**src/rtl/ss_pkg.sv**
```systemverilog
package ss_pkg;
  typedef enum logic [2:0] {
    SS_OFF      = 3'b000,
    SS_IN_T2    = 3'b001,
    SS_IN_SYS   = 3'b010,
    SS_IN_EXT   = 3'b011,
    SS_OUT_FREE = 3'b100,
    SS_OUT_T2   = 3'b101,
    SS_OUT_SYS  = 3'b110,
    SS_OUT_EXT  = 3'b111
  } ss_mode_e;

  typedef enum logic [1:0] {
    SQ_IDLE   = 2'd0,
    SQ_SHIFT  = 2'd1,
    SQ_FINISH = 2'd2
  } ss_state_e;

  function automatic logic mode_is_out(input logic [2:0] m);
    return (m == SS_OUT_FREE) || (m == SS_OUT_T2) || (m == SS_OUT_SYS) || (m == SS_OUT_EXT);
  endfunction

  function automatic logic mode_is_in(input logic [2:0] m);
    return (m == SS_IN_T2) || (m == SS_IN_SYS) || (m == SS_IN_EXT);
  endfunction

  function automatic logic mode_is_ext(input logic [2:0] m);
    return (m == SS_IN_EXT) || (m == SS_OUT_EXT);
  endfunction

  function automatic logic mode_is_sys(input logic [2:0] m);
    return (m == SS_IN_SYS) || (m == SS_OUT_SYS);
  endfunction

  function automatic logic mode_is_t2(input logic [2:0] m);
    return (m == SS_IN_T2) || (m == SS_OUT_T2) || (m == SS_OUT_FREE);
  endfunction
endpackage

```
**src/rtl/ss_edge_src.sv**
```systemverilog
module ss_edge_src
  import ss_pkg::*;
#(
  parameter int SYNC_STAGES = 2
) (
  input  logic       clk,
  input  logic       rst,
  input  logic [2:0] mode,
  input  logic       active,
  input  logic       t2_strobe,
  input  logic       sclk_in,
  input  logic       sdat_in,
  output logic       int_tick,
  output logic       ext_rise,
  output logic       ext_fall,
  output logic       sdat_sync
);
  localparam int TOP = SYNC_STAGES - 1;

  logic [TOP:0] clk_pipe;
  logic [TOP:0] dat_pipe;
  logic         clk_last;

  generate
    if (SYNC_STAGES > 1) begin : g_multi
      always_ff @(posedge clk) begin
        if (rst) begin
          clk_pipe <= '1;
          dat_pipe <= '0;
        end else begin
          clk_pipe <= {clk_pipe[TOP-1:0], sclk_in};
          dat_pipe <= {dat_pipe[TOP-1:0], sdat_in};
        end
      end
    end else begin : g_single
      always_ff @(posedge clk) begin
        if (rst) begin
          clk_pipe <= '1;
          dat_pipe <= '0;
        end else begin
          clk_pipe <= sclk_in;
          dat_pipe <= sdat_in;
        end
      end
    end
  endgenerate

  always_ff @(posedge clk) begin
    if (rst) clk_last <= 1'b1;
    else     clk_last <= clk_pipe[TOP];
  end

  always_comb begin
    ext_rise  = clk_pipe[TOP] & ~clk_last;
    ext_fall  = ~clk_pipe[TOP] & clk_last;
    sdat_sync = dat_pipe[TOP];
    int_tick  = active & (mode_is_sys(mode) | (mode_is_t2(mode) & t2_strobe));
  end
endmodule

```
**src/rtl/ss_bitcnt.sv**
```systemverilog
module ss_bitcnt #(
  parameter int BITS = 8,
  localparam int CW  = $clog2(BITS + 1)
) (
  input  logic          clk,
  input  logic          rst,
  input  logic          load,
  input  logic          dec,
  output logic [CW-1:0] cnt,
  output logic          at_one
);
  always_ff @(posedge clk) begin
    if (rst)       cnt <= '0;
    else if (load) cnt <= CW'(BITS);
    else if (dec)  cnt <= cnt - CW'(1);
  end

  assign at_one = (cnt == CW'(1));
endmodule

```
**src/rtl/ss_shreg.sv**
```systemverilog
module ss_shreg #(
  parameter int W = 8
) (
  input  logic         clk,
  input  logic         rst,
  input  logic         load,
  input  logic [W-1:0] load_val,
  input  logic         shl_out,
  input  logic         shl_in,
  input  logic         in_bit,
  output logic [W-1:0] sr,
  output logic         dout
);
  always_ff @(posedge clk) begin
    if (rst) begin
      sr   <= '0;
      dout <= 1'b0;
    end else if (load) begin
      sr <= load_val;
    end else if (shl_out) begin
      dout <= sr[W-1];
      sr   <= {sr[W-2:0], sr[W-1]};
    end else if (shl_in) begin
      sr <= {sr[W-2:0], in_bit};
    end
  end
endmodule

```
**src/rtl/serial_shift_unit.sv**
```systemverilog
module serial_shift_unit
  import ss_pkg::*;
#(
  parameter int W           = 8,
  parameter int SYNC_STAGES = 2,
  localparam int CW         = $clog2(W + 1)
) (
  input  logic         clk,
  input  logic         rst,
  input  logic [2:0]   shift_mode,
  input  logic         sr_wr,
  input  logic         sr_rd,
  input  logic [W-1:0] sr_wdata,
  output logic [W-1:0] sr_value,
  input  logic         t2_strobe,
  input  logic         sclk_in,
  input  logic         sdat_in,
  output logic         sclk_out,
  output logic         sclk_oe,
  output logic         sdat_out,
  output logic         sdat_oe,
  output logic         sr_done
);
  ss_state_e     state_q;
  logic          cb1_q;
  logic          flag_q;
  logic          clk_oe_q;
  logic          dat_oe_q;
  logic [CW-1:0] bit_cnt;
  logic          at_one;

  logic int_tick, ext_rise, ext_fall, sdat_sync;
  logic is_ext, is_out, is_in;
  logic start_go, access;
  logic fall_ev, rise_ev, do_out, do_in, counting, last_bit;
  logic in_bit;

  ss_edge_src #(.SYNC_STAGES(SYNC_STAGES)) u_edge (
    .clk      (clk),
    .rst      (rst),
    .mode     (shift_mode),
    .active   (state_q != SQ_IDLE),
    .t2_strobe(t2_strobe),
    .sclk_in  (sclk_in),
    .sdat_in  (sdat_in),
    .int_tick (int_tick),
    .ext_rise (ext_rise),
    .ext_fall (ext_fall),
    .sdat_sync(sdat_sync)
  );

  always_comb begin
    is_ext   = mode_is_ext(shift_mode);
    is_out   = mode_is_out(shift_mode);
    is_in    = mode_is_in(shift_mode);
    start_go = (sr_wr && is_out) || (sr_rd && is_in);
    access   = sr_wr || (sr_rd && is_in);
    fall_ev  = int_tick && cb1_q;
    rise_ev  = int_tick && !cb1_q;
    do_out   = (state_q == SQ_SHIFT) && is_out && (is_ext ? ext_fall : fall_ev);
    do_in    = (state_q == SQ_SHIFT) && is_in  && (is_ext ? ext_rise : rise_ev);
    counting = (do_out || do_in) && (shift_mode != SS_OUT_FREE);
    last_bit = counting && at_one;
    in_bit   = is_ext ? sdat_sync : sdat_in;
  end

  ss_bitcnt #(.BITS(W)) u_cnt (
    .clk   (clk),
    .rst   (rst),
    .load  (access),
    .dec   (counting && !access),
    .cnt   (bit_cnt),
    .at_one(at_one)
  );

  ss_shreg #(.W(W)) u_sr (
    .clk     (clk),
    .rst     (rst),
    .load    (sr_wr),
    .load_val(sr_wdata),
    .shl_out (do_out && !access),
    .shl_in  (do_in && !access),
    .in_bit  (in_bit),
    .sr      (sr_value),
    .dout    (sdat_out)
  );

  always_ff @(posedge clk) begin
    if (rst) begin
      state_q  <= SQ_IDLE;
      cb1_q    <= 1'b1;
      flag_q   <= 1'b0;
      clk_oe_q <= 1'b0;
      dat_oe_q <= 1'b0;
    end else begin
      clk_oe_q <= (shift_mode != SS_OFF) && !is_ext;
      dat_oe_q <= is_out;
      if (access) begin
        cb1_q   <= 1'b1;
        flag_q  <= 1'b0;
        state_q <= start_go ? SQ_SHIFT : SQ_IDLE;
      end else if (shift_mode == SS_OFF) begin
        cb1_q   <= 1'b1;
        state_q <= SQ_IDLE;
      end else begin
        case (state_q)
          SQ_SHIFT: begin
            if (int_tick) cb1_q <= ~cb1_q;
            if (last_bit) begin
              flag_q  <= 1'b1;
              state_q <= is_ext ? SQ_IDLE : SQ_FINISH;
            end
          end
          SQ_FINISH: begin
            if (int_tick) begin
              cb1_q   <= 1'b1;
              state_q <= SQ_IDLE;
            end
          end
          default: ;
        endcase
      end
    end
  end

  assign sclk_out = cb1_q;
  assign sclk_oe  = clk_oe_q;
  assign sdat_oe  = dat_oe_q;
  assign sr_done  = flag_q;
endmodule

```
**config.mk**
```make
export PLATFORM = sky130hd
export DESIGN_NAME = serial_shift_unit
export DESIGN_NICKNAME = d
export VERILOG_FILES = /design/src/rtl/ss_pkg.sv /design/src/rtl/ss_edge_src.sv /design/src/rtl/ss_bitcnt.sv /design/src/rtl/ss_shreg.sv /design/src/rtl/serial_shift_unit.sv
export SDC_FILE = /design/constraint.sdc
export NUM_CORES = 1
export LEC_CHECK = 0
export BUFFER_PORTS_ARGS = -buffer_cell sky130_fd_sc_hd__buf_4
export CAP_MARGIN = 20
export CORE_ASPECT_RATIO = 1.4
export CORE_MARGIN = 8
export CORE_UTILIZATION = 51
export DETAILED_ROUTE_END_ITERATION = 6
export GPL_TIMING_DRIVEN = 0
export PLACE_DENSITY_LB_ADDON = 0.2
export SETUP_SLACK_MARGIN = 0.2
export SLEW_MARGIN = 20
export SYNTH_ARGS = -nofsm -noshare
export SYNTH_HDL_FRONTEND = slang
export SYNTH_SLANG_ARGS = --single-unit
export TNS_END_PERCENT = 20
```
**constraint.sdc**
```tcl
create_clock -name clk -period 1.91 [get_ports clk]
set_input_delay 0.191 -clock clk [delete_from_list [all_inputs] [get_ports clk]]
set_output_delay 0.191 -clock clk [all_outputs]
set_load 0.02 [all_outputs]
```
Yosys cells after proc, flatten, opt, wreduce, memory -nomap -nowiden:

Cells that the tools add are included.

* flip-flop bits (word level): 24
* latch bits: 0
* bits in writable memories: 0
* memory bits (read-only): 0
* output and inout port bits: 13
* memories kept: 0

* $add $sub $neg: 1
* multiply operators: 0
* divide/modulo/power cells: 0
* magnitude comparators: 0
* equality and inequality tests: 15
* shifts and indexed selects: 0
* mux-type cells: 18
* bitwise logic cells: 10
* reductions and logical operators: 42

Operators with widths (count)
* $mux W8: 3
* $logic_and A1 B1 Y1: 14
* $eq A3 B3 Y1 const B: 4
* $logic_or A1 B1 Y1: 12
* $mux W2: 5
* $reduce_and A3 Y1: 3
* $mux W4: 2
* $eq A3 B2 Y1 const B: 2
* $mux W1: 6
* $reduce_bool A2 Y1: 3
* $reduce_bool A3 Y1: 2
* $not A1 Y1: 5
* $and A1 B1 Y1: 4
* $eq A4 B1 Y1 const B: 1
* $ne A2 B2 Y1 const B: 2
* $ne A4 B3 Y1 const B: 1
* $ne A4 B4 Y1 const B: 1
* $pmux W2 S2: 1
* $reduce_bool A4 Y1: 1
* $sub A4 B1 Y4 const B: 1
* $eq A3 B1 Y1 const B: 1
* $logic_not A1 Y1: 3
* $logic_not A3 Y1: 1
* $ne A3 B3 Y1 const B: 1
* 7 further kinds: 7

Depth between registers and ports, before layout:

Gate-level depths: netlist (run 1).

* depth in word-level cells: 16
* depth in mapped cells: 6
* depth with buffers taken out: 5

Cells and area by module:

Synthesis (run 1) repeated with hierarchy kept, for this count alone.

* cell total of the unflattened synthesis: 126
* area total of the unflattened synthesis: 1196.1 um2

Modules (own cells, without submodules)
* ss_shreg: times used 1, cells an instance 44, area an instance 447.9 um2
* serial_shift_unit: times used 1, cells an instance 47, area an instance 377.9 um2
* ss_bitcnt: times used 1, cells an instance 20, area an instance 205.2 um2
* ss_edge_src: times used 1, cells an instance 15, area an instance 165.2 um2

Worst setup path before layout (run 1):

No wires, ideal clock.

* kind: register to register
* start: register cb1_q, in the netlist sclk_out
* end: register state_q[0]
* data arrival time: 1460 ps
* path slack: 314 ps
* cell stages (with the launch flop): 6
* path through: dfxtp_1 > a21boi_0 > o21a_4 > o21ai_1 > nor4_2 > o22ai_1

* longest elaborated chain between the ends: 9
* elaborated cells between the ends (all ways): 12
* classes of those cells: 1 x eq/ne; 2 x mux; 9 x reduce/logical

Ends and longest elaborated chain
* start, declared: RTL line serial_shift_unit.sv:25 `logic cb1_q;`
* start signal, assigned: RTL line serial_shift_unit.sv:108 `if (int_tick) cb1_q <= ~cb1_q;`
* $logic_not A1 Y1: RTL line serial_shift_unit.sv:59 `rise_ev = int_tick && !cb1_q;`
* $logic_and A1 B1 Y1: RTL line serial_shift_unit.sv:59
* $mux W1: RTL line serial_shift_unit.sv:61 `do_in = (state_q == SQ_SHIFT) && is_in && (is_ext ? ext_rise : rise_ev);`
* $logic_and A1 B1 Y1: RTL line serial_shift_unit.sv:61
* $logic_or A1 B1 Y1 (*): RTL line serial_shift_unit.sv:62 `counting = (do_out || do_in) && (shift_mode != SS_OUT_FREE);`
* $logic_and A1 B1 Y1 (*): RTL line serial_shift_unit.sv:62
* $logic_and A1 B1 Y1 (*): RTL line serial_shift_unit.sv:63 `last_bit = counting && at_one;`
* $ne A4 B3 Y1 (no source line) (*)
* $reduce_and A3 Y1 (no source line) (*)
* end signal, assigned: RTL line serial_shift_unit.sv:101 `state_q <= start_go ? SQ_SHIFT : SQ_IDLE;`
* end signal, assigned: RTL line serial_shift_unit.sv:111 `state_q <= is_ext ? SQ_IDLE : SQ_FINISH;`
* end, declared: RTL line serial_shift_unit.sv:24 `ss_state_e state_q;`

Mark *: on every way between the ends. The rest lies on a longest branch, timed or not.
A chain may end at the register's enable or synchronous reset.

Worst setup path after layout (run 1):

* start: register cb1_q, in the netlist sclk_out
* end: register u_sr.sr[4]

* longest elaborated chain between the ends: 6
* elaborated cells between the ends (all ways): 12
* classes of those cells: 4 x mux; 8 x reduce/logical

Ends and longest elaborated chain
* $logic_and A1 B1 Y1 or $logic_not A1 Y1 (tied branches): RTL line serial_shift_unit.sv:58, serial_shift_unit.sv:59
* $mux W1 or $logic_and A1 B1 Y1 (tied branches): RTL line serial_shift_unit.sv:60, serial_shift_unit.sv:59
* $logic_and A1 B1 Y1 or $mux W1 (tied branches): RTL line serial_shift_unit.sv:60, serial_shift_unit.sv:61
* $logic_and A1 B1 Y1 (on tied branches): RTL line serial_shift_unit.sv:81, serial_shift_unit.sv:61
* $mux W8 or $logic_and A1 B1 Y1 (tied branches): RTL line ss_shreg.sv:20, serial_shift_unit.sv:82
* $mux W8 or $reduce_bool A3 Y1 (tied branches)
* end signal, assigned: RTL line ss_shreg.sv:19 `sr <= load_val;`
* end signal, assigned: RTL line ss_shreg.sv:22 `sr <= {sr[W-2:0], sr[W-1]};`
* end signal, assigned: RTL line ss_shreg.sv:24 `sr <= {sr[W-2:0], in_bit};`
* end, declared: RTL line ss_shreg.sv:11 `output logic [W-1:0] sr,`

Parallel ways exist; a longest one is shown, timed or not.

==> results of run 1 <==
through the flow:
stage               utilization, %  instances  worst slack, ns  instance area [µm²]  power (mW)
finish                        64.2        180            0.237                 1500       0.997
floorplan                        -        125            0.314                 1210       0.670
global placement              61.8        175            0.250                 1450       0.736
detailed placement            61.8        175            0.196                 1450       0.741
global route                  64.2        180            0.158                 1500        1.03
CTS                           63.3        179            0.215                 1480       0.996
cell usage in the layout, fill, tap and decap left out, types with 3 or more instances in the layout:
cell type,count
buf_4,28
dfxtp_1,23
nor2_1,20
mux2i_1,9
a211oi_1,7
a21oi_1,6
clkbuf_1,4
nand2_1,4
inv_1,3
nor2b_1,3
nand2b_1,3
o21a_1,3
or2_2,3
clkbuf_4,3
worst max path at each step:
stage | start | endpoint | slack (ns) | depth (start not counted)
after global routing | sclk_out | u_sr.sr[3] | 0.16 | 5
after CTS | u_edge.clk_pipe[1] | u_sr.sr[2] | 0.22 | 5
final | sclk_out | u_sr.sr[4] | 0.24 | 5
after detailed placement | shift_mode[1] | state_q[0] | 0.20 | 7
after global placement | shift_mode[1] | state_q[0] | 0.25 | 7
after floorplan | sclk_out | state_q[0] | 0.31 | 5
worst reg2reg max path, delay by kind of cell, from the launching register on:
family	cells	cell delay, ns
AO/OA/AOI/OAI	4	1.08
flip-flops	1	0.37
multiplexers	1	0.15
cells by family after synthesis:
logic type | share of synthesized area (%)
AND/OR/NAND/NOR | 20.4
adder cells (fa/ha/maj) | 2.06
XOR/XNOR | 2.17
buffers and inverters | 4.12
flip-flops | 39.6
multiplexers | 9.28
AO/OA/AOI/OAI | 22.4
routing by layer:
metal	share of wire, %	vias to the layer above	GRT usage, %
met5	0	-	0
met4	1.3	0	5.03
met3	5.7	4	3.33
met2	49	27	21.5
met1	44	474	13.5
li1	-	513	-
layout make-up:
type / count / area, µm² / share of cell area [%]
sequential: 24 / 482 / 32.1
buffer: 7 / 38.8 / 2.59
tap: 23 / 28.8 / 1.92
inverter: 3 / 11.3 / 0.751
clock buffer: 4 / 36.3 / 2.42
multi-input combinational: 92 / 701 / 46.7
timing repair buffer: 27 / 203 / 13.5
state kept, by name, summed over array words and instances (netlist names):
name	flops
u_sr.sr	8
u_cnt.cnt	4
state_q	2
u_edge.clk_pipe	2
u_edge.dat_pipe	2
sclk_oe	1
sclk_out	1
sdat_oe	1
sr_done	1
u_edge.clk_last	1
u_sr.dout	1
power groups by stage:
stage	combinational [mW]	sequential (mW)	clock [mW]
floorplan	0.100	0.570	0
global placement	0.182	0.554	0
detailed placement	0.186	0.555	0
CTS	0.187	0.544	0.266
global route	0.207	0.548	0.278
finish	0.190	0.544	0.264
==> flow_summary.json, run 1 <==
{
  "die-area_mm2": 0.00422,
  "cts_tree": "yes",
  "whs_endpoint": "u_edge.clk_pipe[0]",
  "fillers": 215,
  "grt_max_degree": 14,
  "vias_per_cell": 5.66,
  "pwr-share-clk_pct": 26.4,
  "min_period_over_period_pct": 87.6,
  "required_ns": 2.14,
  "routed-via-count": 1018,
  "row_count": 21,
  "syn_to_final_growth_pct": 23.6,
  "seq_power_share_pct": 54.5,
  "synth_area_per_cell_um2": 9.71,
  "finalHoldViolCount": 0,
  "powerDensity_mw_per_mm2": 665,
  "fin_tns_setup_ns": 0,
  "synth_cell_types": 40,
  "synth_async_sr_flop_share_pct": 0,
  "drive_gt1_share_pct": 31.8,
  "wl_per_cell_um": 14.3,
  "start_util_pct": 51.9,
  "rsz0062_at_grt": "true",
  "switching_share_pct": 26.7,
  "ioPinCount": 31,
  "syn_nets": 145,
  "crit_family": "compound AO/OA/AOI/OAI gates",
  "clock_latency_ns": 0.31,
  "clock_sinks": 24,
  "irDropWorstVdd_mv": 0.549,
  "place_congestion": 0.828,
  "cap_violations": 0,
  "slew_headroom_pct": 68.4,
  "syn-instance-count": 125,
  "pwr-share-comb_pct": 19.0,
  "ys_seq_area_share_pct": 39.6,
  "path_class": "reg2reg",
  "critPathSlowestCell": "a2111oi_4",
  "ys_warn_count": 0,
  "crit_chain": "a21o_1 > a2111oi_4 > o21ai_2 > mux2i_1 > a211oi_1",
  "cp-end-kind": "flop",
  "yosysTopAreaCellShare_pct": 39.6,
  "worst_pin_slew_ns": 0.474,
  "finalSetupViolations": 0,
  "core_mm2": 0.00234,
  "diodes": 0,
  "antenna_found_initial": 0,
  "r2r_end": "u_sr.sr[4]",
  "grt_pass1_vias": 984,
  "dr.first_iter.drc_count": 13,
  "period_minus_slack_ns": 1.67,
  "max_stage_delay_ns": 0.47,
  "wl_um": 2570,
  "p_int_mw": 0.731,
  "die_w_um": 57.2,
  "fp.dieH_um": 73.7,
  "ff2ff_setup_slack_ns": 0.24,
  "crit_path_start_kind": "flop",
  "clock_skew_ns": 0.00637,
  "arrival_ns": 1.90,
  "dp_hpwl_um": 2010,
  "drtPass1Iterations": 4,
  "hp-class": "in2reg",
  "grtUsageTotal_pct": 12.3,
  "synth_top_area_cell": "dfxtp_1",
  "crit_buf_inv": 0,
  "yosys-top-cells-area": "dfxtp_1 (40%), mux2i_1 (7.4%), nor2_1 (6.2%), a211oi_1 (4.9%), a21oi_1 (2.5%)",
  "hold_depth": 2,
  "yosysMostFrequentCell": "dfxtp_1",
  "grt_pass1_wl_um": 4220,
  "ctsResizeCount": 0,
  "cts_htree_levels": 1,
  "cts.root.buffer_cell": "clkbuf_4",
  "drc": 0,
  "max_freq_ghz": 0.598,
  "cts_setup_buffers": 0,
  "clockBufferDepth": 2,
  "numCtsBuffers": 3,
  "drv_slew": 0,
  "switchingPower_mw": 0.267,
  "hold_buffers": 0,
  "yosys-top-cells-count": "dfxtp_1 (24), nor2_1 (20), mux2i_1 (9), a211oi_1 (8), a21oi_1 (6)",
  "synth_edf_count": 0,
  "ys_seq_elements": 24,
  "clk_pin_slew_ns": 0.13,
  "io_buffers": 27,
  "reg2regPathDepth": 5,
  "final_nets": 178,
  "ant_nets": 0,
  "p_leak_nw": 0.645,
  "hold_start": "sclk_in",
  "netlist_area_mm2": 0.00121,
  "worst-path-max-fanout": 6,
  "r2r_start": "sclk_out",
  "overflow": 0,
  "outcome": "finished clean",
  "whs_ns": 0.0524,
  "synthFlopType": "dfxtp_1"
}
(Power assumes the default switching activity.)
==> run 2, diff against run 1 <==
- CAP_MARGIN: 20 -> 5
- CORE_ASPECT_RATIO: 1.4 -> unset
- clock period: 1.91 -> 1.9 ns (I/O delays scaled with it)
==> run 2 against run 1 <==
Effect of this change: highest routed layer unchanged; clock-buffer cell count is 1 lower; sequential cell count unchanged; via count decreased by 3.0%; critical endpoint is now u_cnt.cnt[1].
==> flow_summary.json, run 2 (same netlist as run 1, synthesis figures left out) <==
{
  "cts_tree": "yes",
  "slew_headroom_pct": 69.6,
  "crit_chain": "and4b_1 > o21a_4 > o21ai_1 > mux2_2 > nor2_1",
  "crit_path_start_kind": "flop",
  "overflow": 0,
  "grt_pass1_wl_um": 4220,
  "antenna_found_initial": 0,
  "switching_share_pct": 24.9,
  "clock_latency_ns": 0.32,
  "grt_use_met2_pct": 19.6,
  "cap_violations": 0,
  "p_leak_nw": 0.650,
  "seq_power_share_pct": 49.4,
  "rsz0062_at_grt": "true",
  "ioPinCount": 31,
  "io_buffers": 27,
  "power_mw": 1.11,
  "finalSetupViolations": 0,
  "finalHoldViolCount": 0,
  "max_stage_delay_ns": 0.38,
  "grt-busiest-layer": "met2",
  "fillers": 175,
  "cts_htree_levels": 1,
  "syn_to_final_growth_pct": 24.0,
  "pwr-share-clk_pct": 33.7,
  "cp-end-kind": "flop",
  "clock_sinks": 24,
  "dr.first_iter.drc_count": 34,
  "top_regs": "u_sr.sr x8, u_cnt.cnt x4",
  "hp-class": "in2reg",
  "clockBufferDepth": 2,
  "final_nets": 177,
  "path_class": "reg2reg",
  "min_period_over_period_pct": 84.6,
  "period_minus_slack_ns": 1.61,
  "ant_nets": 0,
  "drv_slew": 0,
  "drtPass1Iterations": 4,
  "hold_buffers": 0,
  "powerDensity_mw_per_mm2": 734,
  "critPathSlowestCell": "dfxtp_2",
  "outcome": "finished clean",
  "vias_per_cell": 5.36,
  "global_route.usage.met1_pct": 14.6,
  "layout_common_cells": "buf_4 (28), dfxtp_1 (23), nor2_1 (20), mux2i_1 (9), a211oi_1 (8)",
  "worst-path-max-fanout": 5,
  "wl_um": 2490,
  "max_freq_ghz": 0.622,
  "clk_pin_slew_ns": 0.14,
  "register_area_um2": 482,
  "wl_per_cell_um": 13.5,
  "row_count": 17,
  "crit_buf_inv": 0,
  "irDropWorstVdd_mv": 0.664,
  "routed-via-count": 987,
  "cts_setup_buffers": 0,
  "fin_tns_setup_ns": 0,
  "clock_skew_ns": 0.0129,
  "place_congestion": 0.851,
  "pwr-share-comb_pct": 17.0,
  "multi_input_area_um2": 683,
  "final_common_cell": "buf_4",
  "grt_pass1_vias": 1009,
  "cts.root.buffer_cell": "clkbuf_4",
  "p_int_mw": 0.830,
  "largest_reg_flops": 8,
  "diodes": 0,
  "switchingPower_mw": 0.276,
  "use_met3_pct": 3.78,
  "dp_hpwl_um": 1930,
  "fp.dieH_um": 64.8,
  "arrival_ns": 1.88,
  "regMostFlops": "u_sr.sr",
  "required_ns": 2.17,
  "grt_max_degree": 15,
  "drive_gt1_share_pct": 30.1,
  "crit_family": "compound AO/OA/AOI/OAI gates",
  "die_w_um": 64.8,
  "die-area_mm2": 0.00420,
  "grtUsageTotal_pct": 12.1,
  "worst_pin_slew_ns": 0.456,
  "numCtsBuffers": 3,
  "core_mm2": 0.00223,
  "drc": 0,
  "start_util_pct": 54.3
}
==> run 2: changes by cell type in the layout (fill, tap and decap cells not counted) <==
| cell | previous run | this run |
|---|---|---|
| a211oi_2 | 1 | 0 |
| a21boi_1 | 0 | 1 |
| bufinv_16 | 0 | 1 |
| o21ai_1 | 0 | 1 |
| a211oi_1 | 7 | 8 |
| clkbuf_8 | 1 | 0 |
| a21boi_0 | 1 | 0 |
| o21ai_2 | 2 | 0 |
==> run 2: routing by layer <==
| layer | up-vias | part of all wire (%) |
|---|---|---|
| li1 | 510 | - |
| met5 | - | 0 |
| met3 | 4 | 5.4 |
| met2 | 24 | 45 |
| met4 | 0 | 0.80 |
| met1 | 449 | 48 |
==> run 2: final timing paths <==
| path | startpoint | to | slack (ns) | cells after the start |
|---|---|---|---|---|
| worst max-delay path | u_edge.clk_pipe[1] | u_cnt.cnt[1] | 0.29 | 5 |
| worst max register to register | u_edge.clk_pipe[1] | u_cnt.cnt[1] | 0.29 | 5 |
| worst min register to register | u_edge.clk_pipe[0] | u_edge.clk_pipe[1] | 0.43 | 1 |
| worst min-delay path | sclk_in | u_edge.clk_pipe[0] | 0.05 | 2 |
==> run 2: final cells by class <==
| type | instances | share of cell area (%) |
|---|---|---|
| Tap cell | 28 | 2.33 |
| Inverter | 3 | 0.748 |
| Timing Repair Buffer | 27 | 13.5 |
| Clock inverter | 1 | 2.00 |
| Clock buffer | 3 | 1.50 |
| Sequential cell | 24 | 32.0 |
| Buffer | 7 | 2.58 |
| Multi-Input combinational cell | 91 | 45.4 |
==> run 2: per-stage QoR <==
step / hold slack, ns / area, µm² / std cells / utilization (%) / setup slack, ns
6_report: 0.0542 / 1510 / 184 / 67.4 / 0.293
5_1_grt: 0.0505 / 1510 / 184 / 67.4 / 0.198
4_1_cts: 0.0443 / 1500 / 184 / 67.3 / 0.234
3_5_place_dp: 0.380 / 1450 / 180 / 65.0 / 0.239
3_3_place_gp: 0.374 / 1450 / 180 / 65.0 / 0.259
2_1_floorplan: 0.280 / 1210 / 125 / - / 0.304
==> run 2: timing repair <==
action / in CTS / in global routing
endpoints found under the hold margin: 0 / 0
gates resized for setup: 0 / 2
setup endpoints to repair: 0 / 13
==> run 2: power by group through the flow <==
| stage | sequential [mW] | clock (mW) | combinational, mW |
|---|---|---|---|
| 2_1_floorplan | 0.573 | 0 | 0.101 |
| 3_3_place_gp | 0.556 | 0 | 0.183 |
| 3_5_place_dp | 0.557 | 0 | 0.188 |
| 4_1_cts | 0.546 | 0.379 | 0.188 |
| 5_1_grt | 0.550 | 0.395 | 0.204 |
| 6_report | 0.546 | 0.372 | 0.188 |
